==> config.mk <==
export PLATFORM = sky130hd
export DESIGN_NAME = lw_sram
export DESIGN_NICKNAME = d
export VERILOG_FILES = /design/src/rtl/lw_sram_pkg.sv /design/src/rtl/lw_sram_ctrl.sv /design/src/rtl/lw_sram_wbuf.sv /design/src/rtl/lw_sram_array.sv /design/src/rtl/lw_sram_rdpath.sv /design/src/rtl/lw_sram.sv
export SDC_FILE = /design/constraint.sdc
export NUM_CORES = 2
export LEC_CHECK = 0
export BUFFER_PORTS_ARGS = -buffer_cell sky130_fd_sc_hd__buf_2
export CAP_MARGIN = 30
export CORE_MARGIN = 5
export CORE_UTILIZATION = 45
export CTS_CLUSTER_SIZE = 14
export DETAILED_ROUTE_END_ITERATION = 10
export GPL_ROUTABILITY_DRIVEN = 0
export HOLD_SLACK_MARGIN = 0.05
export PLACE_DENSITY_LB_ADDON = 0.12
export SETUP_SLACK_MARGIN = 0.1
export SLEW_MARGIN = 20
export SYNTH_ARGS = -nofsm -noshare
export SYNTH_HDL_FRONTEND = slang
export SYNTH_SLANG_ARGS = --single-unit
export TNS_END_PERCENT = 100
==> constraint.sdc <==
create_clock -name clk_i -period 2.6 [get_ports clk_i]
set_clock_uncertainty 0.05 [all_clocks]
set_input_delay 0.13 -clock clk_i [delete_from_list [all_inputs] [get_ports clk_i]]
set_output_delay 0.13 -clock clk_i [all_outputs]
set_load 0.05 [all_outputs]
==> src/rtl/lw_sram_pkg.sv <==
package lw_sram_pkg;
  typedef enum logic [2:0] {
    CMD_NOP,
    CMD_DESEL,
    CMD_READ,
    CMD_WRITE,
    CMD_ABORT
  } cmd_e;
endpackage

==> src/rtl/lw_sram_ctrl.sv <==
module lw_sram_ctrl
  import lw_sram_pkg::*;
#(
  parameter int AW    = 6,
  parameter int LANES = 4
) (
  input  logic             clk_i,
  input  logic             rst_ni,
  input  logic             sel_ni,
  input  logic             we_ni,
  input  logic [LANES-1:0] bwe_ni,
  input  logic [AW-1:0]    addr_i,
  input  logic             sleep_i,
  output cmd_e             cmd_q_o,
  output logic [AW-1:0]    addr_q_o,
  output logic [LANES-1:0] be_q_o
);
  cmd_e cmd_d;

  always_comb begin
    if (sel_ni)        cmd_d = CMD_DESEL;
    else if (we_ni)    cmd_d = CMD_READ;
    else if (&bwe_ni)  cmd_d = CMD_ABORT;
    else               cmd_d = CMD_WRITE;
  end

  always_ff @(posedge clk_i or negedge rst_ni) begin
    if (!rst_ni) begin
      cmd_q_o  <= CMD_NOP;
      addr_q_o <= '0;
      be_q_o   <= '0;
    end else begin
      cmd_q_o  <= sleep_i ? CMD_NOP : cmd_d;
      addr_q_o <= addr_i;
      be_q_o   <= ~bwe_ni;
    end
  end

  // A registered write always carries at least one lane
  assert_write_has_lane_R1: assert property (@(posedge clk_i) disable iff (!rst_ni)
    (cmd_q_o == CMD_WRITE) |-> (be_q_o != '0));
endmodule

==> src/rtl/lw_sram_wbuf.sv <==
module lw_sram_wbuf
  import lw_sram_pkg::*;
#(
  parameter int AW     = 6,
  parameter int LANES  = 4,
  parameter int LANE_W = 9,
  localparam int DW    = LANES * LANE_W
) (
  input  logic             clk_i,
  input  logic             rst_ni,
  input  logic             sleep_i,
  input  cmd_e             cmd_q_i,
  input  logic [AW-1:0]    addr_q_i,
  input  logic [LANES-1:0] be_q_i,
  input  logic [DW-1:0]    wdata_i,
  output logic             wb_v_o,
  output logic [AW-1:0]    wb_addr_o,
  output logic [DW-1:0]    wb_data_o,
  output logic [LANES-1:0] wb_be_o,
  output logic             commit_o
);
  logic wr_phase, hit;

  assign wr_phase = (cmd_q_i == CMD_WRITE) && !sleep_i;
  assign hit      = wb_v_o && (wb_addr_o == addr_q_i);
  // retire on an idle port, or when a write to another address needs the slot
  assign commit_o = !sleep_i && wb_v_o &&
                    ((cmd_q_i == CMD_DESEL) || (wr_phase && !hit));

  always_ff @(posedge clk_i or negedge rst_ni) begin
    if (!rst_ni) begin
      wb_v_o    <= 1'b0;
      wb_addr_o <= '0;
      wb_be_o   <= '0;
    end else if (wr_phase) begin
      wb_v_o    <= 1'b1;
      wb_addr_o <= addr_q_i;
      wb_be_o   <= hit ? (wb_be_o | be_q_i) : be_q_i;
    end else if (commit_o) begin
      wb_v_o <= 1'b0;
    end
  end

  for (genvar g = 0; g < LANES; g++) begin : g_lane
    always_ff @(posedge clk_i or negedge rst_ni) begin
      if (!rst_ni) begin
        wb_data_o[g*LANE_W +: LANE_W] <= '0;
      end else if (wr_phase && (be_q_i[g] || !hit)) begin
        wb_data_o[g*LANE_W +: LANE_W] <= wdata_i[g*LANE_W +: LANE_W];
      end
    end
  end

  assert_buf_hold_R6: assert property (@(posedge clk_i) disable iff (!rst_ni)
    ((cmd_q_i inside {CMD_READ, CMD_ABORT, CMD_NOP}) || sleep_i)
      |=> ($stable(wb_v_o) && $stable(wb_addr_o) && $stable(wb_be_o) && $stable(wb_data_o)));

  assert_buf_load_R3: assert property (@(posedge clk_i) disable iff (!rst_ni)
    wr_phase |=> (wb_v_o && (wb_addr_o == $past(addr_q_i))));

  assert_commit_lanes_R4: assert property (@(posedge clk_i) disable iff (!rst_ni)
    commit_o |-> (wb_be_o != '0));
endmodule

==> src/rtl/lw_sram_array.sv <==
module lw_sram_array #(
  parameter int AW     = 6,
  parameter int LANES  = 4,
  parameter int LANE_W = 9,
  localparam int DW    = LANES * LANE_W,
  localparam int DEPTH = 1 << AW
) (
  input  logic             clk_i,
  input  logic             we_i,
  input  logic [AW-1:0]    waddr_i,
  input  logic [LANES-1:0] be_i,
  input  logic [DW-1:0]    wdata_i,
  input  logic [AW-1:0]    raddr_i,
  output logic [DW-1:0]    rdata_o
);
  for (genvar g = 0; g < LANES; g++) begin : g_lane
    logic [LANE_W-1:0] mem [DEPTH];
    always_ff @(posedge clk_i) begin
      if (we_i && be_i[g]) mem[waddr_i] <= wdata_i[g*LANE_W +: LANE_W];
    end
    assign rdata_o[g*LANE_W +: LANE_W] = mem[raddr_i];
  end

  always_comb begin
    if (we_i) assert_commit_mask_R4: assert (be_i != '0);
  end
endmodule

==> src/rtl/lw_sram_rdpath.sv <==
module lw_sram_rdpath
  import lw_sram_pkg::*;
#(
  parameter int AW     = 6,
  parameter int LANES  = 4,
  parameter int LANE_W = 9,
  localparam int DW    = LANES * LANE_W
) (
  input  logic             clk_i,
  input  logic             rst_ni,
  input  logic             sleep_i,
  input  logic             oe_ni,
  input  cmd_e             cmd_q_i,
  input  logic [AW-1:0]    addr_q_i,
  input  logic [DW-1:0]    arr_data_i,
  input  logic             wb_v_i,
  input  logic [AW-1:0]    wb_addr_i,
  input  logic [DW-1:0]    wb_data_i,
  input  logic [LANES-1:0] wb_be_i,
  output logic [DW-1:0]    dq_o,
  output logic             dq_oe_o
);
  logic [DW-1:0] merged;
  logic [DW-1:0] dout_q;
  logic          drive_q;
  logic          wb_hit;

  assign wb_hit = wb_v_i && (wb_addr_i == addr_q_i);

  // coherence: buffered lanes win over the array
  for (genvar g = 0; g < LANES; g++) begin : g_byp
    assign merged[g*LANE_W +: LANE_W] = (wb_hit && wb_be_i[g]) ?
        wb_data_i[g*LANE_W +: LANE_W] : arr_data_i[g*LANE_W +: LANE_W];
  end

  always_ff @(posedge clk_i or negedge rst_ni) begin
    if (!rst_ni) begin
      drive_q <= 1'b0;
      dout_q  <= '0;
    end else if (sleep_i) begin
      drive_q <= 1'b0;
    end else begin
      drive_q <= (cmd_q_i == CMD_READ);
      if (cmd_q_i == CMD_READ) dout_q <= merged;
    end
  end

  assign dq_o    = dout_q;
  assign dq_oe_o = drive_q && !oe_ni && !sleep_i;

  assert_release_R7: assert property (@(posedge clk_i) disable iff (!rst_ni)
    (cmd_q_i inside {CMD_WRITE, CMD_DESEL, CMD_ABORT}) |=> !drive_q);

  assert_read_drive_R2: assert property (@(posedge clk_i) disable iff (!rst_ni)
    ((cmd_q_i == CMD_READ) && !sleep_i) |=> drive_q);

  assert_sleep_quiet_R9: assert property (@(posedge clk_i) disable iff (!rst_ni)
    sleep_i |=> !drive_q);
endmodule

==> src/rtl/lw_sram.sv <==
module lw_sram
  import lw_sram_pkg::*;
#(
  parameter int AW     = 6,
  parameter int LANES  = 4,
  parameter int LANE_W = 9,
  localparam int DW    = LANES * LANE_W
) (
  input  logic             clk_i,
  input  logic             rst_ni,
  input  logic             sel_ni,
  input  logic             we_ni,
  input  logic [LANES-1:0] bwe_ni,
  input  logic [AW-1:0]    addr_i,
  input  logic             oe_ni,
  input  logic             sleep_i,
  input  logic [DW-1:0]    dq_i,
  output logic [DW-1:0]    dq_o,
  output logic             dq_oe_o
);
  cmd_e             cmd_q;
  logic [AW-1:0]    addr_q;
  logic [LANES-1:0] be_q;
  logic             wb_v, commit;
  logic [AW-1:0]    wb_addr;
  logic [DW-1:0]    wb_data, arr_data;
  logic [LANES-1:0] wb_be;

  lw_sram_ctrl #(.AW(AW), .LANES(LANES)) u_ctrl (
    .clk_i, .rst_ni, .sel_ni, .we_ni, .bwe_ni, .addr_i, .sleep_i,
    .cmd_q_o(cmd_q), .addr_q_o(addr_q), .be_q_o(be_q)
  );

  lw_sram_wbuf #(.AW(AW), .LANES(LANES), .LANE_W(LANE_W)) u_wbuf (
    .clk_i, .rst_ni, .sleep_i,
    .cmd_q_i(cmd_q), .addr_q_i(addr_q), .be_q_i(be_q), .wdata_i(dq_i),
    .wb_v_o(wb_v), .wb_addr_o(wb_addr), .wb_data_o(wb_data), .wb_be_o(wb_be),
    .commit_o(commit)
  );

  lw_sram_array #(.AW(AW), .LANES(LANES), .LANE_W(LANE_W)) u_array (
    .clk_i, .we_i(commit), .waddr_i(wb_addr), .be_i(wb_be), .wdata_i(wb_data),
    .raddr_i(addr_q), .rdata_o(arr_data)
  );

  lw_sram_rdpath #(.AW(AW), .LANES(LANES), .LANE_W(LANE_W)) u_rdpath (
    .clk_i, .rst_ni, .sleep_i, .oe_ni,
    .cmd_q_i(cmd_q), .addr_q_i(addr_q), .arr_data_i(arr_data),
    .wb_v_i(wb_v), .wb_addr_i(wb_addr), .wb_data_i(wb_data), .wb_be_i(wb_be),
    .dq_o, .dq_oe_o
  );
endmodule

Word level (Yosys, flattened, before mapping):

Memory sizes are Yosys's and may differ from the RTL's.
Cells that the tools add are included.

* $add $sub $neg: 0
* multiply operators: 0
* div/mod/pow operators: 0
* order comparisons: 0
* equal/unequal tests: 4
* shifts and indexed selects: 0
* mux-type cells: 20
* bitwise gates (word level): 3
* reduce and logical (&&, ||, !) cells: 30

Operators by type and width (count)
* 9-bit 2-to-1 mux: 4
* 1-bit logical AND: 19
* 3-bit 2-to-1 mux: 4
* 1-bit 2-to-1 mux: 11
* 3-bit by 2-bit equality test with 1-bit output, second input constant: 2
* 6-bit equality test: 1
* 1-bit logical OR: 5
* 4-bit 2-to-1 mux: 1
* 4-bit NOT: 1
* 4-bit OR: 1
* 4-bit AND reduction: 1
* 3-bit by 1-bit equality test with 1-bit output, second input constant: 1
* 1-bit logical NOT: 3
* 2-bit AND reduction: 1
* 2-bit nonzero test: 1
* 1-bit NOT: 1

* flip-flop bits (word level): 97
* bits in latches: 0
* bits in writable memories: 2304
* memory bits (read-only): 0
* bits of input ports: 52
* word-level logic and storage cells: 73
* memories: 4

Memories
* u_array.g_lane[0].mem: words 64, width 9, rd ports 1, clocked after Yosys merged registers in 0, write ports 1, line lw_sram_array.sv:17 `logic [LANE_W-1:0] mem [DEPTH];`
* u_array.g_lane[1].mem: words 64, width 9, rd ports 1, clocked after Yosys merged registers in 0, write ports 1, line lw_sram_array.sv:17
* u_array.g_lane[2].mem: words 64, width 9, rd ports 1, clocked after Yosys merged registers in 0, write ports 1, line lw_sram_array.sv:17
* u_array.g_lane[3].mem: words 64, width 9, rd ports 1, clocked after Yosys merged registers in 0, write ports 1, line lw_sram_array.sv:17

Logic depth before layout (Yosys ltp):

* depth after elaboration: 9
* depth in mapped cells: 12

Cells and area by module:

A second synthesis with hierarchy kept.

* cells, all modules: 4430
* area, all modules: 92827.8 um2

By module, submodules not included
* lw_sram_array: instances 1, cells each 4030, area each 88312.2 um2, sequential area each 69186.4 um2
* lw_sram_rdpath: instances 1, cells each 258, area each 2244.7 um2, sequential area each 925.9 um2
* lw_sram_wbuf: instances 1, cells each 118, area each 1878.1 um2, sequential area each 1176.1 um2
* lw_sram_ctrl: instances 1, cells each 24, area each 392.9 um2, sequential area each 325.3 um2

Worst setup path before layout:

Ideal clock, no wire load.

* path type: reg2reg
* start point: reg u_wbuf.wb_addr_o[1]
* end point: mem u_array.g_lane[2].mem[10][0], enable pin
* arrival time: 2158 ps
* required time: 2176 ps
* slack: 18 ps
* stages on the path, launching flop included: 11
* clock period less this slack: 2582 ps
* cell sequence: dfrtp_1 -> buf_4 -> xnor2_1 -> and4_1 -> clkbuf_1 -> and2_1 -> buf_2 -> a21oi_4 -> nand2_2 -> buf_2 -> nor2_1

* cells in the longest elaborated chain, start to end: 9

RTL lines
* start, declared: line lw_sram_wbuf.sv:17 `output logic [AW-1:0] wb_addr_o,`
* start signal, assigned: line lw_sram_wbuf.sv:37 `wb_addr_o <= addr_q_i;`
* 6-bit equality test: line lw_sram_wbuf.sv:25 `assign hit = wb_v_o && (wb_addr_o == addr_q_i);`
* 1-bit logical AND: line lw_sram_wbuf.sv:25
* 1-bit logical NOT: line lw_sram_wbuf.sv:28 `((cmd_q_i == CMD_DESEL) || (wr_phase && !hit));`
* 1-bit logical AND: line lw_sram_wbuf.sv:28
* 1-bit logical OR: line lw_sram_wbuf.sv:28
* 1-bit logical AND: line lw_sram_wbuf.sv:27 `assign commit_o = !sleep_i && wb_v_o &&`
* 1-bit logical AND: line lw_sram_array.sv:19 `if (we_i && be_i[g]) mem[waddr_i] <= wdata_i[g*LANE_W +: LANE_W];`
* 1-bit 2-to-1 mux: line lw_sram_array.sv:19
* 1-bit 2-to-1 mux (implied by the code): line lw_sram_array.sv:19
* end, declared: line lw_sram_array.sv:17

Several ways; a longest one is shown, not always the timed one.

Final worst setup path:

* start point: reg u_ctrl.addr_q_o[0]
* end point: reg u_rdpath.dout_q[10], in the netlist u_rdpath.dq_o[10]

* cells in the longest elaborated chain, start to end: 4

RTL lines
* start, declared: line lw_sram_ctrl.sv:15 `output logic [AW-1:0] addr_q_o,`
* start signal, assigned: line lw_sram_ctrl.sv:34 `addr_q_o <= addr_i;`
* branches (longest 3 deep; another with memory 64 x 9 bit)
* 9-bit 2-to-1 mux (*): line lw_sram_rdpath.sv:32 `assign merged[g*LANE_W +: LANE_W] = (wb_hit && wb_be_i[g]) ?`
* end signal, assigned: line lw_sram_rdpath.sv:44 `if (cmd_q_i == CMD_READ) dout_q <= merged;`
* end, declared: line lw_sram_rdpath.sv:24 `logic [DW-1:0] dout_q;`

Mark *: on every way between the ends.
A chain may end at the register's enable or synchronous reset.

==> flow_summary.toml <==
[floorplan]
dieArea_um2 = 216000
die_w_um = 465
die_height_um = 465
core_um2 = 206000
core.rowCount = 167
io_pins = 89
initial_utilization_pct = 45.1

[cells_and_area]
layout-drive-gt1-share_pct = 38.1
final_common_cell = "edfxtp_1"
final_area_um2 = 117000
area_growth_pct = 25.2
nets = 5562
layout_common_cells = "edfxtp_1, mux4_2, buf_4"

[clock_network]
clock_path_buffers = 4
cts_buffers = 274
h-tree-depth = 5
clk_latency_ns = 0.94
cts_root_buffer = "clkbuf_16"
clkTransAtPathRegs_ns = 0.06
cts_tree = "built"
clock-sinks = 2401

[routing]
vias_per_cell = 5.98
num_vias = 50300
highest_layer = "met4"
drc = 0
met2WireLength_mm = 134
wl_per_cell_um = 33.7
routed-wl-met3_mm = 22.9
totalWireLength_mm = 283
drt_first_pass_iters = 8
drt.antenna.violating_nets = 0
wirelength_met1_mm = 117
dr.first_iter.drc_count = 6077

[sta]
min_period_ns = 2.75
slew_viol_final = 0
hold_ws_ns = 0.0945
fin_crit_sh_pct = 106
rsz0062_at_grt = "true"
hold_viol_final = 0
slew-limit-headroom_pct = 31.9
tightest_slew_ns = 1.02
final.setup.worst_slack_ns = -0.150
setup_viol = 17
fmax_ghz = 0.364

[synthesis]
syn-cell-area_um2 = 93100
synth_edf_count = 2304
ys_seq_area_share_pct = 77.0
ys.warnings.count = 0
yosys.area_share.simple_pct = 2.69
synth-compound-area-share_pct = 3.33
synth_top_family_by_area = "multiplexers"
synth_xor_area_share_pct = 0.0565
ys.flop_type = "edfxtp_1"
async_reset_ff_share_pct = 4.04
synth-seq-cells = 2401
syn_inst = 4489
synthAdderAreaFrac_pct = 0
synth_mux_area_share_pct = 15.2
synthesis.nets = 4541
avgSynthCellArea_um2 = 20.7
synth.distinct_cells = 61

[critical_path]
path_cells = "buf_12, buf_16, buf_12, mux4_2, a211o_1, o21ai_1, buf_4, nor4_1, a221o_1"
worst_path_most_repeated_cell = "buf_12"
crit_slowest_cell = "dfrtp_4"
max_stage_delay_ns = 0.56
crit_path_end_kind = "flop"
worstReg2RegStart = "u_ctrl.addr_q_o[0]"
regToRegSetupSlack_ns = -0.15
cp-start-kind = "flop"
worstPathMaxFanout = 8
path_depth = 9
required_ns = 3.32
rr_worst_depth = 9
critPathBufInv = 4
cp.arrival_ns = 3.47
critPathKind = "flop to flop"
reg2reg_to = "u_rdpath.dq_o[10]"
critPathTopFamily = "compound AO/OA/AOI/OAI gates"

[global_route]
grt_pass1_vias = 50000
grt_max_degree = 67
grt_pass1_wl_mm = 389
grt_overflow = 0
grt_antenna_before_repair = 12
grtUsageTotal_pct = 25.5

[place]
portBuffers = 88
dpl-instance-area_um2 = 103000
hpwl_mm = 177

[hold_path]
min_from = "dq_i[10]"
worstHoldPathType = "input pin to flop"
worstHoldPathCells = 3
hold_path_end = "u_wbuf.wb_data_o[10]"

[power_and_ir_drop]
leakagePower_uw = 0.0387
vdd_drop_max_mv = 0.719
power_density_nw_per_um2 = 780

[job]
cap_violations = 0

[outcome]
status = "finished with violations"
failed_checks = "negative setup slack"
## state kept, by name (all words and copies together), names as in the netlist
signal,flops
u_ctrl.be_q_o,4
u_wbuf.wb_be_o,4
u_rdpath.dq_o,36
u_wbuf.wb_data_o,36
u_wbuf.wb_addr_o,6
u_ctrl.cmd_q_o,3
u_ctrl.addr_q_o,6
u_array.g_lane.mem,2304
u_wbuf.wb_v_o,1
u_rdpath.drive_q,1
## timing repair
item / 4_1_cts / 5_1_grt
pin swaps: 19 / 49
hold endpoints to repair: 158 / 0
gates resized for setup: 168 / 290
hold buffers: 93 / 0
cloned: 9 / 35
setup endpoints to repair: 1273 / 1521
setup buffers: 49 / 61
## synthesized netlist by cell type (9+ instances only)
cell      number  area, µm²
a221oi_1      24        210
mux2i_1      259       2590
buf_4         43        323
dfrtp_1       97       2430
nor4_1        11       68.8
o31ai_1        9       67.6
o22ai_1       28        175
buf_1         15       56.3
nand4_1       15       93.8
a31oi_1       10       62.6
buf_6         33        372
nor2b_1       20        125
o21ai_0       44        220
a22o_1        24        210
edfxtp_1    2304      69200
nand3_1       41        205
o21ai_1       21        105
mux4_2       485      10900
a22oi_1       95        713
nand2_1      154        578
a21oi_1       38        190
a211oi_1      46        345
nand2b_1       9       56.3
clkbuf_1      66        248
o221ai_1      52        455
mux2_2        52        586
nor2_1       288       1080
buf_2        101        505
## worst max path at each step
stage | slack, ns | from | to
floorplan | 0.02 | u_wbuf.wb_addr_o[1] | u_array.g_lane[2].mem[10][0]
detailed placement | -0.56 | u_ctrl.addr_q_o[0] | u_rdpath.dq_o[33]
CTS | -0.13 | u_ctrl.addr_q_o[0] | u_rdpath.dq_o[26]
finish | -0.15 | u_ctrl.addr_q_o[0] | u_rdpath.dq_o[10]
global placement | -0.51 | u_ctrl.addr_q_o[0] | u_rdpath.dq_o[33]
global route | -0.16 | u_ctrl.addr_q_o[0] | u_rdpath.dq_o[23]
## metrics by stage
step                power, µW  utilization, %  setup slack, ns  TNS (ns)  instances
CTS                     91100            55.3           -0.132     -1.38       8300
global route            93700            56.4           -0.163     -2.06       8404
global placement        54600            50.1           -0.510    -34.79       7681
finish                  90900            56.4           -0.150    -0.804       8411
floorplan               50400               -           0.0177         0       4489
detailed placement      54800            50.1           -0.556    -14.79       7686
## worst register-to-register path, stage by stage (launching register included)
cell and delay [ns]:
dfrtp_4 0.56, buf_12 0.23, buf_16 0.19, buf_12 0.14, mux4_2 0.55, a211o_1 0.30, o21ai_1 0.12, buf_4 0.14
nor4_1 0.05, a221o_1 0.27
## final cells by class
type | instances | area (µm²)
Antenna cell | 10 | 25.0
Clock buffer | 364 | 7450
Clock inverter | 99 | 791
Fill cell | 15600 | 89900
Inverter | 8 | 30.0
Multi-Input combinational cell | 1814 | 21300
Sequential cell | 2401 | 71700
Tap cell | 2704 | 3380
Timing Repair Buffer | 1011 | 11800
## cell families after synthesis
kind of cell / after synthesis
xor+xnor: 6
flops: 2401
buf+inv: 274
mux: 796
simple gates: 583
compound gates: 429
## per-layer routing
metal | vias up | track usage, %
met5 | - | 0
met4 | 0 | 7.51
met3 | 453 | 4.88
met2 | 2271 | 40.1
met1 | 26900 | 36.6
li1 | 20700 | -
## power breakdown
part           switching (µW)  internal [µW]  leakage (µW)
logic                    5180           2850        0.0127
clock network           14800          21200       0.00403
registers                1650          45200        0.0220
total                   21700          69200        0.0387
Power figures use the tool's default switching activity.
